File: src/rtl/tws_pkg.sv
package tws_pkg;

    typedef enum logic [3:0] {
        ST_IDLE,
        ST_ADDR,
        ST_ADDR_ACK,
        ST_PTR,
        ST_PTR_ACK,
        ST_WDATA,
        ST_WDATA_ACK,
        ST_RDATA,
        ST_RACK
    } tws_state_e;

    // fixed upper six bits of the device address
    localparam logic [5:0] DEV_PREFIX = 6'b100110;

endpackage

File: src/rtl/tws_deglitch.sv
module tws_deglitch #(
    parameter int FILT = 3
) (
    input  logic clk,
    input  logic rst_n,
    input  logic din,
    output logic dout
);
    logic [FILT-1:0] hist;

    always_ff @(posedge clk or negedge rst_n) begin
        if (!rst_n) begin
            hist <= '1;
            dout <= 1'b1;
        end else begin
            hist <= {hist[FILT-2:0], din};
            if (&hist) begin
                dout <= 1'b1;
            end else if (~|hist) begin
                dout <= 1'b0;
            end
        end
    end
endmodule

File: src/rtl/tws_regbank.sv
module tws_regbank #(
    parameter int NUM_REGS = 44,
    parameter int AW       = 8,
    parameter int DW       = 8
) (
    input  logic          clk,
    input  logic          rst_n,
    input  logic          wr_en,
    input  logic [AW-1:0] wr_addr,
    input  logic [DW-1:0] wr_data,
    input  logic [AW-1:0] rd_addr,
    output logic [DW-1:0] rd_data
);
    logic [DW-1:0] regs [NUM_REGS];

    genvar g;
    generate
        for (g = 0; g < NUM_REGS; g++) begin : g_reg
            always_ff @(posedge clk or negedge rst_n) begin
                if (!rst_n) begin
                    regs[g] <= '0;
                end else if (wr_en && wr_addr == AW'(g)) begin
                    regs[g] <= wr_data;
                end
            end
        end
    endgenerate

    // out-of-range pointers fall through to zero
    always_comb begin
        rd_data = '0;
        for (int i = 0; i < NUM_REGS; i++) begin
            if (rd_addr == AW'(i)) begin
                rd_data = regs[i];
            end
        end
    end
endmodule

File: src/rtl/cfg_twowire_slave.sv
module cfg_twowire_slave
    import tws_pkg::*;
#(
    parameter int NUM_REGS = 44,
    parameter int FILT     = 3
) (
    input  logic clk,
    input  logic rst_n,
    input  logic scl_i,
    input  logic sda_i,
    input  logic addr_lsb,
    output logic sda_oe
);
    localparam int AW   = 8;
    localparam int DW   = 8;
    localparam int BITS = 8;
    localparam int CW   = $clog2(BITS + 1);
    localparam logic [AW-1:0] LAST_REG = AW'(NUM_REGS - 1);

    // ---------------- line filters ----------------
    logic [1:0] raw_lines;
    logic [1:0] filt_lines;
    assign raw_lines = {sda_i, scl_i};

    genvar g;
    generate
        for (g = 0; g < 2; g++) begin : g_line
            tws_deglitch #(.FILT(FILT)) u_flt (
                .clk  (clk),
                .rst_n(rst_n),
                .din  (raw_lines[g]),
                .dout (filt_lines[g])
            );
        end
    endgenerate

    logic scl_f, sda_f, scl_q, sda_q;
    assign scl_f = filt_lines[0];
    assign sda_f = filt_lines[1];

    always_ff @(posedge clk or negedge rst_n) begin
        if (!rst_n) begin
            scl_q <= 1'b1;
            sda_q <= 1'b1;
        end else begin
            scl_q <= scl_f;
            sda_q <= sda_f;
        end
    end

    logic scl_rise, scl_fall, start_ev, stop_ev;
    assign scl_rise = scl_f & ~scl_q;
    assign scl_fall = ~scl_f & scl_q;
    assign start_ev = scl_f & scl_q & sda_q & ~sda_f;
    assign stop_ev  = scl_f & scl_q & ~sda_q & sda_f;

    // ---------------- datapath signals ----------------
    tws_state_e     state, nxt;
    logic [CW-1:0]  cnt;
    logic [DW-1:0]  rx_sh, tx_sh;
    logic [AW-1:0]  ptr, ptr_inc;
    logic [DW-1:0]  rd_data;
    logic           host_ack;
    logic           byte_done, addr_hit, wr_en;

    assign byte_done = (cnt == CW'(BITS));
    assign addr_hit  = (rx_sh[7:1] == {DEV_PREFIX, addr_lsb});
    assign ptr_inc   = (ptr == LAST_REG) ? '0 : ptr + 1'b1;
    assign wr_en     = (state == ST_WDATA) && scl_fall && byte_done;

    tws_regbank #(.NUM_REGS(NUM_REGS), .AW(AW), .DW(DW)) u_bank (
        .clk    (clk),
        .rst_n  (rst_n),
        .wr_en  (wr_en),
        .wr_addr(ptr),
        .wr_data(rx_sh),
        .rd_addr(ptr),
        .rd_data(rd_data)
    );

    // ---------------- next state ----------------
    always_comb begin
        nxt = state;
        if (start_ev) begin
            nxt = ST_ADDR;
        end else if (stop_ev) begin
            nxt = ST_IDLE;
        end else if (scl_fall) begin
            unique case (state)
                ST_IDLE:      nxt = ST_IDLE;
                ST_ADDR:      if (byte_done) nxt = addr_hit ? ST_ADDR_ACK : ST_IDLE;
                ST_ADDR_ACK:  nxt = rx_sh[0] ? ST_RDATA : ST_PTR;
                ST_PTR:       if (byte_done) nxt = ST_PTR_ACK;
                ST_PTR_ACK:   nxt = ST_WDATA;
                ST_WDATA:     if (byte_done) nxt = ST_WDATA_ACK;
                ST_WDATA_ACK: nxt = ST_WDATA;
                ST_RDATA:     if (byte_done) nxt = ST_RACK;
                ST_RACK:      nxt = host_ack ? ST_RDATA : ST_IDLE;
                default:      nxt = ST_IDLE;
            endcase
        end
    end

    // ---------------- state register ----------------
    always_ff @(posedge clk or negedge rst_n) begin
        if (!rst_n) begin
            state <= ST_IDLE;
        end else begin
            state <= nxt;
        end
    end

    // ---------------- outputs and datapath ----------------
    always_ff @(posedge clk or negedge rst_n) begin
        if (!rst_n) begin
            cnt      <= '0;
            rx_sh    <= '0;
            tx_sh    <= '0;
            ptr      <= '0;
            host_ack <= 1'b0;
            sda_oe   <= 1'b0;
        end else if (start_ev || stop_ev) begin
            cnt    <= '0;
            sda_oe <= 1'b0;
        end else begin
            unique case (state)
                ST_IDLE: begin
                    sda_oe <= 1'b0;
                end
                ST_ADDR, ST_PTR, ST_WDATA: begin
                    if (scl_rise) begin
                        rx_sh <= {rx_sh[DW-2:0], sda_f};
                        cnt   <= cnt + 1'b1;
                    end else if (scl_fall && byte_done) begin
                        cnt <= '0;
                        if (state == ST_ADDR) begin
                            sda_oe <= addr_hit;
                        end else if (state == ST_PTR) begin
                            ptr    <= rx_sh;
                            sda_oe <= 1'b1;
                        end else begin
                            ptr    <= ptr_inc;
                            sda_oe <= 1'b1;
                        end
                    end
                end
                ST_ADDR_ACK, ST_PTR_ACK, ST_WDATA_ACK: begin
                    if (scl_fall) begin
                        cnt    <= '0;
                        sda_oe <= 1'b0;
                        if (state == ST_ADDR_ACK && rx_sh[0]) begin
                            tx_sh  <= rd_data;
                            sda_oe <= ~rd_data[DW-1];
                        end
                    end
                end
                ST_RDATA: begin
                    if (scl_rise) begin
                        cnt <= cnt + 1'b1;
                    end else if (scl_fall) begin
                        if (byte_done) begin
                            sda_oe <= 1'b0;
                            ptr    <= ptr_inc;
                        end else begin
                            tx_sh  <= {tx_sh[DW-2:0], 1'b0};
                            sda_oe <= ~tx_sh[DW-2];
                        end
                    end
                end
                ST_RACK: begin
                    if (scl_rise) begin
                        host_ack <= ~sda_f;
                    end else if (scl_fall) begin
                        cnt <= '0;
                        if (host_ack) begin
                            tx_sh  <= rd_data;
                            sda_oe <= ~rd_data[DW-1];
                        end else begin
                            sda_oe <= 1'b0;
                        end
                    end
                end
                default: sda_oe <= 1'b0;
            endcase
        end
    end
endmodule

File: config.mk
export PLATFORM = sky130hd
export DESIGN_NAME = cfg_twowire_slave
export DESIGN_NICKNAME = d
export VERILOG_FILES = /design/src/rtl/tws_pkg.sv /design/src/rtl/tws_deglitch.sv /design/src/rtl/tws_regbank.sv /design/src/rtl/cfg_twowire_slave.sv
export SDC_FILE = /design/constraint.sdc
export NUM_CORES = 1
export LEC_CHECK = 0
export BUFFER_PORTS_ARGS = -buffer_cell sky130_fd_sc_hd__buf_2
export CAP_MARGIN = 20
export CORE_AREA = 2 2 202 184
export DETAILED_ROUTE_END_ITERATION = 12
export DIE_AREA = 0 0 204 186
export PLACE_DENSITY_LB_ADDON = 0.3
export SYNTH_ARGS = -nofsm -noshare
export SYNTH_HDL_FRONTEND = slang
export SYNTH_HIERARCHICAL = 1
export SYNTH_SLANG_ARGS = --single-unit
File: constraint.sdc
create_clock -name clk -period 3.41 [get_ports clk]
set_clock_uncertainty 0.1 [all_clocks]
set_input_delay 0.341 -clock clk [delete_from_list [all_inputs] [get_ports clk]]
set_output_delay 0.341 -clock clk [all_outputs]
set_load 0.1 [all_outputs]
After elaboration in Yosys (flattened, before gate mapping)
Cells that the tools add are included.
Word-level totals
  register bits after elaboration: 395
  output and inout bits: 1
  word-level logic and storage cells: 318
Cells by class
  add/sub/neg operators: 2
  equality and inequality tests: 80
  mux-type cells: 97
  bitwise logic cells: 14
  reduce and logical (&&, ||, !) cells: 68
Operator list (count)
  8-bit 2-to-1 mux: 52
  8-bit by 5-bit == test with 1-bit output (second input constant): 16
  8-bit by 6-bit == test with 1-bit output (second input constant): 12
  8-bit by 4-bit == test with 1-bit output (second input constant): 8
  7-bit 2-to-1 mux: 8
  4-bit 2-to-1 mux: 13
  1-bit logical AND: 48
  8-bit by 3-bit == test with 1-bit output (second input constant): 4
  4-bit case mux with 7 select lines: 1
  2-bit != test (second input constant): 12
  3-bit != test (second input constant): 8
  7-bit case mux with 3 select lines: 1
  4-bit != test (second input constant): 5
  4-bit by 3-bit == test with 1-bit output (second input constant): 4
  8-bit by 2-bit == test with 1-bit output (second input constant): 2
  1-bit 2-to-1 mux: 16
  4-bit case mux with 4 select lines: 1
  8-bit case mux with 2 select lines: 1
  3-bit AND reduction: 4
  3-bit OR reduction: 4
  10-bit AND reduction: 1
  8-bit by 1-bit adder with 8-bit output (second input constant): 1
  4-bit by 2-bit == test with 1-bit output (second input constant): 2
  4-bit == test (second input constant): 2
  other kinds (20): 35

Depth between registers and ports, before layout
Gate-level depths: netlist of run 1.
  depth in word-level cells: 51
  gate-level depth with buffers: 16
  gate-level depth less buffers: 11

By module
The synthesis of run 1 kept the hierarchy.
By module, submodules not included
  tws_regbank: instances 1, cells each 1478, area each 17443.0 um^2, seq. area each 8808.4 um^2
  cfg_twowire_slave: instances 1, cells each 239, area each 2189.6 um^2, seq. area each 878.3 um^2
  tws_deglitch: instances 2, cells each 8, area each 123.9 um^2, seq. area each 105.1 um^2

Least setup slack after synthesis of run 1
No wires, ideal clock.
  path kind: register to register
  start: reg ptr[0]
  end: reg tx_sh[3]
  arrival time: 2.799 ns
  data required time: 3.185 ns
  setup slack: 0.386 ns
  stages on the path, launching flop included: 13
  buffers on the path: 5
  clock period less this slack: 3.024 ns
  cells stage by stage: dfrtp_1 > buf_4 > buf_4 > buf_2 > buf_4 > buf_4 > mux2i_1 > nor3_1 > a221oi_1 > nand4_1 > o32a_1 > mux2_2 > mux2_2
On the way
  word-level cells in the longest chain between the ends: 49
  elaborated cells on any way between the ends: 94
Ends and longest elaborated chain
  start, declared: line cfg_twowire_slave.sv:61  | logic [AW-1:0] ptr, ptr_inc;
  start signal, assigned: line cfg_twowire_slave.sv:139  | ptr <= rx_sh;
  start signal, assigned: line cfg_twowire_slave.sv:142  | ptr <= ptr_inc;
  start signal, assigned: line cfg_twowire_slave.sv:163  | ptr <= ptr_inc;
  8-bit logical NOT: line tws_regbank.sv:33  | if (rd_addr == AW'(i)) begin
  8-bit 2-to-1 mux (43 in a row): line tws_regbank.sv:33
  8-bit 2-to-1 mux *: line tws_regbank.sv:33
  net rd_data[3]: line cfg_twowire_slave.sv:62  | logic [DW-1:0] rd_data;
  7-bit 2-to-1 mux: line cfg_twowire_slave.sv:175  | if (host_ack) begin
  7-bit 2-to-1 mux: line cfg_twowire_slave.sv:173  | end else if (scl_fall) begin
  7-bit 2-to-1 mux: line cfg_twowire_slave.sv:171  | if (scl_rise) begin
  7-bit case mux with 3 select lines *: line cfg_twowire_slave.sv:126  | unique case (state)
  end signal, assigned: line cfg_twowire_slave.sv:152  | tx_sh <= rd_data;
  end signal, assigned: line cfg_twowire_slave.sv:165  | tx_sh <= {tx_sh[DW-2:0], 1'b0};
  end signal, assigned: line cfg_twowire_slave.sv:176  | tx_sh <= rd_data;
  end, declared: line cfg_twowire_slave.sv:60  | logic [DW-1:0] rx_sh, tx_sh;
The timed path passes the listed nets; every way through them passes the cells marked *. The select of a mux whose other input is x is not followed.
A chain may end at the register's enable or synchronous reset.

Worst setup path in the final report of run 1
  start: reg ptr[0]
  end: reg tx_sh[5]
Same word-level chain as after synthesis.

==> run_results.csv, run 1 <==
group,metric,value,unit
clock_network,clk_latency,560,ps
worst_setup_path,r2r_slack,-40,ps
flow_run,drv_cap,0,
power_and_ir_drop,swShare,0.250,
place,dp.cells,2294,
floorplan,ios,6,
timing,relSlewSlack,0.475,
clock_network,h-tree-depth,2,
final_layout,fin_cells,2381,
floorplan,die_area,0.0379,mm2
power_and_ir_drop,intPower,7700,uW
worst_setup_path,crit_top_cell,"mux2_2",
power_and_ir_drop,p_switching,2570,uW
grt,grt_max_degree,94,
logic_synthesis,synth_ff_type,"dfrtp_1",
worst_setup_path,crit_required,3740,ps
timing,tightest_slew,787,ps
place,gp_congestion,1.04,
worst_setup_path,crit_family,"compound AO/OA/AOI/OAI gates",
timing,drv_slew,0,
place,portBuffers,5,
timing,period_share,1.01,
final_layout,drive_gt1_frac,0.384,
clock_network,path_clk_slew,60,ps
timing,hold_violations,0,
floorplan,core_area,0.0358,mm2
floorplan,die_y,186,um
worst_setup_path,worstSetupEndpoint,"tx_sh[5]$_DFFE_PN0P_",
final_layout,nets,1885,
logic_synthesis,yosys_warnings,6,
timing,rsz0062_at_grt,"true",
status,outcome,"finished, violations left",
logic_synthesis,synth_fp_nets,1741,
worst_setup_path,reg2regPathDepth,11,
clock_network,numClockSinks,395,
route,drtPass1Iterations,5,
timing,setup_viol,1,
clock_network,cts_buffers,42,
final_layout,syn_to_final_growth,16.8,%
route,first_iter_violations,2118,
logic_synthesis,seq_area_frac_synth,0.498,
clock_network,cts_tree,"yes",
timing,fin_ws,-38.8,ps
hold_path,min_path_cells,0,
floorplan,rows,66,
logic_synthesis,synth_area,0.0199,mm2
grt,antenna_found_initial,2,
route,via_per_inst,6.68,
worst_setup_path,worst-path-stages,11,
grt,grt_pass1_wl,102000,um
final_layout,diodes,0,
logic_synthesis,syn-instance-count,1733,
route,ant_nets,0,
timing,finalSetupTns,-38.8,ps
timing,fmax,0.290,GHz
power_and_ir_drop,power.total,10300,uW
worst_setup_path,startpoint,"ptr[0]$_DFFE_PN0P_",
timing,period_needed,3450,ps
logic_synthesis,async_reset_ff_frac,1.00,
floorplan,die_w,204,um
route,wirelength,68100,um
worst_setup_path,crit_fanout,16,
logic_synthesis,syn_area_per_cell,11.5,um2
worst_setup_path,worst_path_max_delay_cell,"dfrtp_4",
worst_setup_path,reg2reg_to,"tx_sh[5]$_DFFE_PN0P_",
power_and_ir_drop,p_comb_frac,0.076,
worst_setup_path,start_kind,"flop",
grt,grt-ovfl-total,0,
power_and_ir_drop,clkPwrFrac,0.458,
worst_setup_path,path_buf_inv,1,
route,drc,0,
logic_synthesis,synth-edff-count,0,
worst_setup_path,cp-end-kind,"flop",
logic_synthesis,ys_types,88,
worst_setup_path,crit_chain,"buf_12, or2_2, nor2_1, a221o_1, o21ai_0, a21oi_1, nor3b_2, nor4_1, o31a_1, mux2_2, mux2_2",
power_and_ir_drop,leakagePower,0.0108,uW
worst_setup_path,r2r_start,"ptr[0]$_DFFE_PN0P_",
power_and_ir_drop,p_seq_frac,0.465,
floorplan,initial_core_util,0.555,
status,violations,"setup timing",
timing,hold_ws,265,ps
place,dp_hpwl,47000,um
power_and_ir_drop,cellPowerDensity,442,mW/mm2
logic_synthesis,ys_ff_latch,395,
worst_setup_path,slowest_delay,540,ps
clock_network,clockRootBuffer,"clkbuf_16",
hold_path,hp-class,"flop to flop",
worst_setup_path,worstPathArrival,3780,ps
grt,grt_pass1_vias,15506,
clock_network,clock_path_buffers,3,
worst_setup_path,path_class,"flop to flop",
route,vias,15894,
grt,track_usage,0.363,
route,wl_per_cell,28.6,um
power_and_ir_drop,ir_worst_vdd,0.457,mV
place,post-place-ws,-10.4,ps
[per-stage QoR]
stage	cell area, um2	utilization
5_1_grt	23200	0.648
4_1_cts	23100	0.643
3_5_place_dp	21600	0.603
3_3_place_gp	21600	0.603
6_report	23200	0.648
2_1_floorplan	19900	-
[Yosys cell counts, types with 8 or more instances]
library cell  instances  area [um2]
a31oi_1              15        93.8
mux4_2                9         203
nor2_2               11        68.8
nand2_1             108         405
buf_4                 8        60.1
buf_2                29         145
o22ai_1              44         275
mux2i_1              35         350
nor2b_1              21         131
dfstp_2              10         263
a22oi_1               8        60.1
o21ai_1              10        50.1
o211ai_1             14         105
nor3_1               32         160
a22o_1                8        70.1
o221ai_1             10        87.6
a21oi_1              78         390
nand4_1               8        50.1
nand3_1              34         170
dfrtp_1             385        9630
inv_1                19        71.3
nor2_1              115         432
mux2_2              385        4340
clkbuf_1             69         259
o21ai_0              80         400
nand2b_1             13        81.3
a221oi_1             10        87.6
a211oi_1             16         120
[sequential cells by signal, indices dropped and copies added (netlist names), 2 cells and up]
| register | flops |
|---|---|
| cnt | 4 |
| state | 4 |
| rx_sh | 8 |
| u_bank/regs | 352 |
| g_line.u_flt/hist | 6 |
| ptr | 8 |
| tx_sh | 7 |
| g_line.u_flt/dout | 2 |
[placed cells by master, fill, tap and decap left out, types with 15 or more instances in the layout]
cell type,n
mux2_2,385
nor3_1,32
nand2_1,107
nand3_1,33
clkbuf_16,43
nor2b_1,21
o21ai_0,76
inv_1,19
o22ai_1,42
buf_4,190
mux2i_1,35
a211oi_1,16
nor2_1,114
a21oi_1,77
a31oi_1,15
dfrtp_1,378
[cell families after synthesis]
logic type,after synthesis,synth area share
adders and majority gates,3,0.00189
muxes,431,0.247
and+or+nand+nor,404,0.104
AOI/OAI and AO/OA,364,0.119
xor gates and xnor gates,3,0.00132
DFF,395,0.498
buffers and inverters,133,0.0288
[power groups by stage]
stage	Sequential (uW)	Combinational, uW	Clock, uW
final	4780	784	4700
after detailed placement	4860	773	0
after global placement	4860	769	0
after global routing	4780	856	4950
after floorplan	4880	391	0
after CTS	4780	777	4750
[metal layers]
layer  global-route usage  up-vias  wire length [um]
met5                    0        -                13
met4                0.113        2              2070
met3               0.0907      157              7240
met2                0.520      920             28700
met1                0.542     8104             30100
li1                     -     6711                 -
[worst min path at each step]
stage | startpoint | end | slack, ps
2_1_floorplan | rst_n | cnt[0]$_DFFE_PN0P_ | -50
3_3_place_gp | g_line[1].u_flt/hist[1]$_DFF_PN1_ | g_line[1].u_flt/hist[2]$_DFF_PN1_ | 260
3_5_place_dp | g_line[0].u_flt/hist[1]$_DFF_PN1_ | g_line[0].u_flt/hist[2]$_DFF_PN1_ | 260
4_1_cts | g_line[0].u_flt/hist[1]$_DFF_PN1_ | g_line[0].u_flt/hist[2]$_DFF_PN1_ | 270
5_1_grt | g_line[1].u_flt/hist[1]$_DFF_PN1_ | g_line[1].u_flt/hist[2]$_DFF_PN1_ | 270
6_report | g_line[0].u_flt/hist[1]$_DFF_PN1_ | g_line[0].u_flt/hist[2]$_DFF_PN1_ | 270
[area by class of cell]
| cell class | instances | area [um2] |
|---|---|---|
| fill | 2827 | 12600 |
| inverter | 22 | 82.6 |
| sequential | 395 | 9910 |
| multi-input combinational | 1205 | 9480 |
| tap | 476 | 596 |
| clock buffer | 56 | 1190 |
| clock inverter | 16 | 215 |
| timing repair buffer | 211 | 1730 |
[timing repair]
action / in CTS / in global routing
pin swaps: 0 / 9
hold endpoints to repair: 85 / 0
endpoints found under the setup margin: 3 / 8
buffers inserted: 0 / 12
resized for setup: 4 / 18
hold buffers: 3 / 0
Note: power is estimated with default switching activity, not from simulation.
==> run 2: changes to the inputs <==
- CTS_BUF_LIST: not set -> sky130_fd_sc_hd__clkbuf_2
- clock period: 3.41 -> 3.2 ns (I/O delays scaled with it)
==> run 2 against run 1 <==
Effect of this change: the run still ends with setup timing left; critical path depth is 1 higher; sequential cell count stayed put; cell count is 6.0% higher; sequential share of layout area is 0.31 points lower; sequential power is 6.5% higher; count of clock-buffer cells in the layout is 86 higher; global-route usage is 0.77 points higher; maximum frequency is 6.2% higher; worst setup slack worse by 9.2 ps; critical endpoint is now tx_sh[6]$_DFFE_PN0P_; largest cell class unchanged; largest power group unchanged.
==> run_results.csv, run 2 (synthesized netlist as in run 1, its figures left out) <==
group,metric,value,unit
clock_network,h-tree-depth,3,
final_layout,ff_latch_area,0.00991,mm2
route,drtPass1Iterations,6,
clock_network,clockRootBuffer,"clkbuf_2",
worst_setup_path,startpoint,"ptr[0]$_DFFE_PN0P_",
timing,hold_ws,272,ps
final_layout,nets,1981,
clock_network,cts_tree,"yes",
worst_setup_path,r2r_start,"ptr[0]$_DFFE_PN0P_",
flow_run,drv_cap,0,
grt,grt_max_degree,70,
worst_setup_path,worst-path-stages,12,
worst_setup_path,start_kind,"flop",
clock_network,clk_latency,1130,ps
grt,track_usage,0.371,
worst_setup_path,r2r_slack,-50,ps
route,wirelength,70000,um
timing,relSlewSlack,0.500,
final_layout,syn_to_final_growth,17.7,%
worst_setup_path,reg2regPathDepth,12,
grt,antenna_found_initial,4,
route,vias,16522,
timing,period_needed,3250,ps
status,outcome,"finished, violations left",
worst_setup_path,path_class,"flop to flop",
final_layout,largest_register_ffs,352,
place,gp_congestion,1.02,
final_layout,regMostFlops,"u_bank/regs",
floorplan,initial_core_util,0.555,
status,violations,"setup timing",
clock_network,numClockSinks,395,
final_layout,reg.largest.list,"u_bank/regs x352, ptr x8, rx_sh x8",
worst_setup_path,reg2reg_to,"tx_sh[6]$_DFFE_PN0P_",
worst_setup_path,worstPathArrival,4150,ps
place,portBuffers,5,
worst_setup_path,path_buf_inv,2,
clock_network,cts_buffers,100,
route,via_per_inst,6.55,
final_layout,multiInputGateArea,0.00975,mm2
timing,drv_slew,0,
floorplan,die_y,186,um
clock_network,path_clk_slew,110,ps
worst_setup_path,crit_top_cell,"mux2_2",
route,drc,0,
power_and_ir_drop,cellPowerDensity,405,mW/mm2
timing,fin_ws,-48.0,ps
final_layout,layout_commonest_cell,"mux2_2",
floorplan,rows,66,
worst_setup_path,cp-end-kind,"flop",
final_layout,drive_gt1_frac,0.445,
floorplan,core_area,0.0358,mm2
worst_setup_path,slowest_delay,570,ps
route,first_iter_violations,2105,
timing,hold_violations,0,
grt,grt-ovfl-total,0,
timing,tightest_slew,749,ps
worst_setup_path,crit_chain,"buf_12, mux4_2, nand2_2, nand3_2, o2bb2ai_2, o211a_1, o21ai_2, buf_6, a21o_1, a21oi_1, mux2_2, mux2_2",
worst_setup_path,crit_family,"multiplexers",
timing,setup_viol,4,
timing,rsz0062_at_grt,"true",
floorplan,die_area,0.0379,mm2
power_and_ir_drop,leakagePower,0.0112,uW
worst_setup_path,worst_path_max_delay_cell,"mux4_2",
timing,fmax,0.308,GHz
floorplan,die_w,204,um
final_layout,nFillCells,2924,
route,ant_nets,0,
grt,grt_pass1_wl,103000,um
clock_network,clock_path_buffers,3,
worst_setup_path,worstSetupEndpoint,"tx_sh[6]$_DFFE_PN0P_",
timing,period_share,1.01,
route,wl_per_cell,27.7,um
worst_setup_path,crit_fanout,11,
place,dp_hpwl,47600,um
timing,finalSetupTns,-83.0,ps
hold_path,hp-class,"flop to flop",
worst_setup_path,crit_required,4100,ps
grt,grt_pass1_vias,16057,
final_layout,layout_common_cells,"384 x mux2_2, 375 x dfrtp_1, 214 x buf_4, 142 x clkbuf_2, 109 x nor2_1",
power_and_ir_drop,ir_worst_vdd,0.353,mV
floorplan,ios,6,
run 2: worst reg2reg max path: cells and delay by family, from the launching register on:
family          cells  cell delay (ps)
mux                 3             1100
simple gates        2              210
flops               1              560
compound gates      5              830
buf+inv             2              320
run 2: repair_timing:
action                     in CTS  in global routing
resized for setup              18                 92
setup buffers                   0                 16
hold endpoints to repair      399                  0
setup endpoints to repair       8                 32
hold buffers                    8                  0
pin swaps                       3                 22
cloned                          0                  2
run 2: worst min path at each step:
stage,to,cells after the start,slack (ps),startpoint
after global placement,u_bank/regs[200]$_DFFE_PN0P_,1,230,rst_n
after floorplan,cnt[0]$_DFFE_PN0P_,0,-80,rst_n
after CTS,g_line[1].u_flt/hist[0]$_DFF_PN1_,3,180,sda_i
final,g_line[0].u_flt/hist[2]$_DFF_PN1_,0,270,g_line[0].u_flt/hist[1]$_DFF_PN1_
after global routing,g_line[1].u_flt/hist[0]$_DFF_PN1_,3,190,sda_i
after detailed placement,u_bank/regs[221]$_DFFE_PN0P_,1,240,rst_n
run 2: cell type report:
class / count / area share
flip-flops and latches: 395 / 0.424
multi-input cells: 1205 / 0.417
repair buffers: 249 / 0.0911
clock buffers: 142 / 0.0304
well taps: 476 / 0.0255
clock inverters: 30 / 0.00840
inverters: 22 / 0.00364
diodes: 5 / 0.000535
run 2: per-layer routing:
| metal | share of wire | wire length [um] | vias up | GRT usage |
|---|---|---|---|---|
| met4 | 0.022 | 1570 | 0 | 0.102 |
| met5 | 0 | 0 | - | 0 |
| met3 | 0.11 | 7470 | 126 | 0.0993 |
| met1 | 0.44 | 30900 | 8443 | 0.554 |
| met2 | 0.43 | 30100 | 980 | 0.533 |
| li1 | - | - | 6973 | - |
run 2: report_power, final:
part	total [uW]	internal, uW	switching [uW]
Clock	3530	1370	2160
Sequential	5090	5050	39.9
Combinational	857	203	654
run 2: through the flow:
step,power (uW),setup slack [ps],instance area (um2),utilization,std cells
after global placement,6010,-120,21800,0.608,2321
after CTS,9540,-1.04,22900,0.638,2501
after global routing,9900,-104,23400,0.653,2524
after detailed placement,6020,-120,21800,0.608,2321
final,9480,-48.0,23400,0.653,2524
after floorplan,5620,176,19900,-,1733
==> run 3: changes to the inputs <==
- ABC_AREA: not set -> 1
- CORE_AREA: 2 2 202 184 -> 2 2 195 178
- DIE_AREA: 0 0 204 186 -> 0 0 197 180
==> run 3 against run 2 <==
Effect of this change: the flow still finishes with violations (setup timing); via count about the same; routed wire length down 29%; highest routed layer unchanged; register-to-register slack worse by 380 ps; sequential cell count unchanged; sequential share of layout area up 4.6 points; sequential power up 1%; critical path type unchanged.
==> run_results.csv, run 3 <==
group,metric,value,unit
status,outcome,"finished, violations left",
status,violations,"setup timing",
clock_network,clockRootBuffer,"clkbuf_2",
route,drtPass1Iterations,6,
place,dp_hpwl,33900,um
power_and_ir_drop,p_comb_frac,0.149,
final_layout,regMostFlops,"u_bank/regs",
worst_setup_path,slowest_delay,480,ps
timing,drv_slew,0,
logic_synthesis,synth_largest_area_cell,"dfrtp_1",
power_and_ir_drop,swShare,0.320,
grt,antenna_found_initial,1,
timing,fin_ws,-428,ps
route,wl_per_cell,16.4,um
floorplan,die_area,0.0355,mm2
place,gp_congestion,0.905,
worst_setup_path,crit_family,"simple AND/OR/NAND/NOR gates",
floorplan,initial_core_util,0.554,
clock_network,clk_latency,960,ps
timing,relSlewSlack,0.375,
logic_synthesis,async_reset_ff_frac,1.00,
floorplan,core_area,0.0335,mm2
route,first_iter_violations,1640,
grt,grt_pass1_wl,81900,um
flow_run,drv_cap,0,
place,dp.cells,2843,
clock_network,numClockSinks,395,
logic_synthesis,synth-edff-count,0,
route,via_per_inst,5.46,
worst_setup_path,r2r_slack,-430,ps
worst_setup_path,path_class,"flop to flop",
logic_synthesis,synthTopCellsByCount,"868 x nand2_1, 385 x dfrtp_1, 378 x o21ai_0, 170 x nor2_1, 167 x inv_1",
clock_network,h-tree-depth,3,
clock_network,path_clk_slew,110,ps
floorplan,ios,6,
final_layout,nets,2537,
route,vias,16538,
hold_path,hp-class,"flop to flop",
place,portBuffers,5,
route,wirelength,49800,um
worst_setup_path,crit_required,3940,ps
timing,period_needed,3630,ps
logic_synthesis,synth_area,0.0185,mm2
worst_setup_path,start_kind,"flop",
logic_synthesis,syn_area_per_cell,7.82,um2
clock_network,clock_path_buffers,3,
worst_setup_path,worst_path_max_delay_cell,"dfrtp_2",
timing,rsz0062_at_grt,"true",
timing,hold_violations,0,
logic_synthesis,synth_fp_nets,2380,
final_layout,syn_to_final_growth,13.7,%
timing,setup_viol,8,
logic_synthesis,syn-instance-count,2372,
final_layout,drive_gt1_frac,0.172,
floorplan,rows,64,
clock_network,cts_tree,"yes",
logic_synthesis,yosysMostFrequentCell,"nand2_1",
logic_synthesis,synth_ff_type,"dfrtp_1",
final_layout,layout_common_cells,"848 x nand2_1, 381 x dfrtp_1, 378 x o21ai_0, 162 x inv_1, 153 x nor2_1",
power_and_ir_drop,p_switching,3200,uW
timing,finalSetupTns,-2830,ps
power_and_ir_drop,clkPwrFrac,0.336,
timing,tightest_slew,936,ps
power_and_ir_drop,p_seq_frac,0.515,
worst_setup_path,crit_fanout,6,
final_layout,reg.largest.list,"u_bank/regs x352, ptr x8, rx_sh x8",
logic_synthesis,seq_area_frac_synth,0.534,
clock_network,cts_buffers,97,
floorplan,die_y,180,um
power_and_ir_drop,leakagePower,0.00995,uW
route,ant_nets,0,
power_and_ir_drop,cellPowerDensity,475,mW/mm2
timing,period_share,1.13,
worst_setup_path,crit_top_cell,"nand4_1",
logic_synthesis,synth_top_cell_area_share,0.520,
power_and_ir_drop,intPower,6800,uW
route,drc,0,
grt,grt_pass1_vias,15804,
grt,grt-ovfl-total,0,
floorplan,die_w,197,um
logic_synthesis,ys_ff_latch,395,
logic_synthesis,ys_types,40,
worst_setup_path,worstPathArrival,4370,ps
final_layout,fin_cells,3030,
worst_setup_path,path_buf_inv,2,
final_layout,layout_commonest_cell,"nand2_1",
grt,grt_max_degree,78,
logic_synthesis,synthTopCellsByArea,"dfrtp_1 52%, nand2_1 18%, o21ai_0 10%, nor2_1 3.4%, inv_1 3.4%",
timing,hold_ws,283,ps
power_and_ir_drop,ir_worst_vdd,0.337,mV
grt,track_usage,0.288,
final_layout,largest_register_ffs,352,
timing,fmax,0.276,GHz
logic_synthesis,yosys_warnings,6,
worst_setup_path,cp-end-kind,"flop",
[run 3: changes by cell type in the layout (fill, tap and decap cells not counted), moves of 26 or more]
cell	delta
o22ai_1	-35
a21oi_1	-36
nor2_1	+44
nor3_1	-27
nand2_1	+751
mux2_2	-383
buf_4	-91
or2_2	+26
mux2i_1	-28
o21ai_0	+307
inv_1	+144
nand3_1	+26
nand4_1	+60
[run 3: logic make-up (layout without fill, tap and decap cells)]
group           after synthesis  after routing  synth area share
fa+ha+maj                     3              3           0.00202
mux                           7              7           0.00385
other cells                   0              1                 0
flops                       395            395             0.534
xor+xnor                      3              3           0.00142
simple gates               1247           1247             0.280
buf+inv                     273            501            0.0570
compound gates              444            444             0.122
[run 3: metal layers]
metal	up-vias	routed length, um	track usage
met1	7898	22700	0.414
li1	7966	-	-
met2	574	22400	0.443
met3	100	3210	0.0462
met5	-	0	0
met4	0	1500	0.106
[run 3: cell type report]
class / instances / area, um2
Timing Repair Buffer: 150 / 1300
Tap cell: 429 / 537
Sequential cell: 395 / 9900
Antenna cell: 1 / 2.50
Multi-Input combinational cell: 1704 / 7770
Clock inverter: 33 / 184
Inverter: 181 / 691
Clock buffer: 137 / 686
Fill cell: 2950 / 12400
[run 3: worst paths after layout]
check,cells past startpoint,from,to
min reg2reg,0,g_line[0].u_flt/hist[1]$_DFF_PN1_,g_line[0].u_flt/hist[2]$_DFF_PN1_
min in group asynchronous,4,rst_n,u_bank/regs[70]$_DFFE_PN0P_
max in group asynchronous,4,rst_n,u_bank/regs[234]$_DFFE_PN0P_
max,28,ptr[3]$_DFFE_PN0P_,tx_sh[2]$_DFFE_PN0P_
max reg2reg,28,ptr[3]$_DFFE_PN0P_,tx_sh[2]$_DFFE_PN0P_
min,0,g_line[0].u_flt/hist[1]$_DFF_PN1_,g_line[0].u_flt/hist[2]$_DFF_PN1_
[run 3: per-stage QoR]
step	cell area [um2]	utilization	total power (uW)	worst slack (ps)
final	21100	0.630	10000	-428
after global routing	21100	0.630	10500	-827
after CTS	20900	0.623	10000	-400
after detailed placement	19800	0.592	6630	-449
after global placement	19800	0.592	6610	-420
after floorplan	18500	-	5900	233
[run 3: power by group through the flow]
stage                     combinational, uW  sequential [uW]  clock (uW)
final                                  1490             5150        3360
after global routing                   1610             5170        3730
after detailed placement               1390             5240           0
after CTS                              1420             5140        3460
after floorplan                         643             5250           0
after global placement                 1370             5240           0
[run 3: timing repair]
action,4_1_cts,5_1_grt
hold buffers,8,0
gates resized for setup,16,57
hold endpoints to repair,389,0
pin swaps,2,22
setup buffers,2,6
setup endpoints to repair,8,20
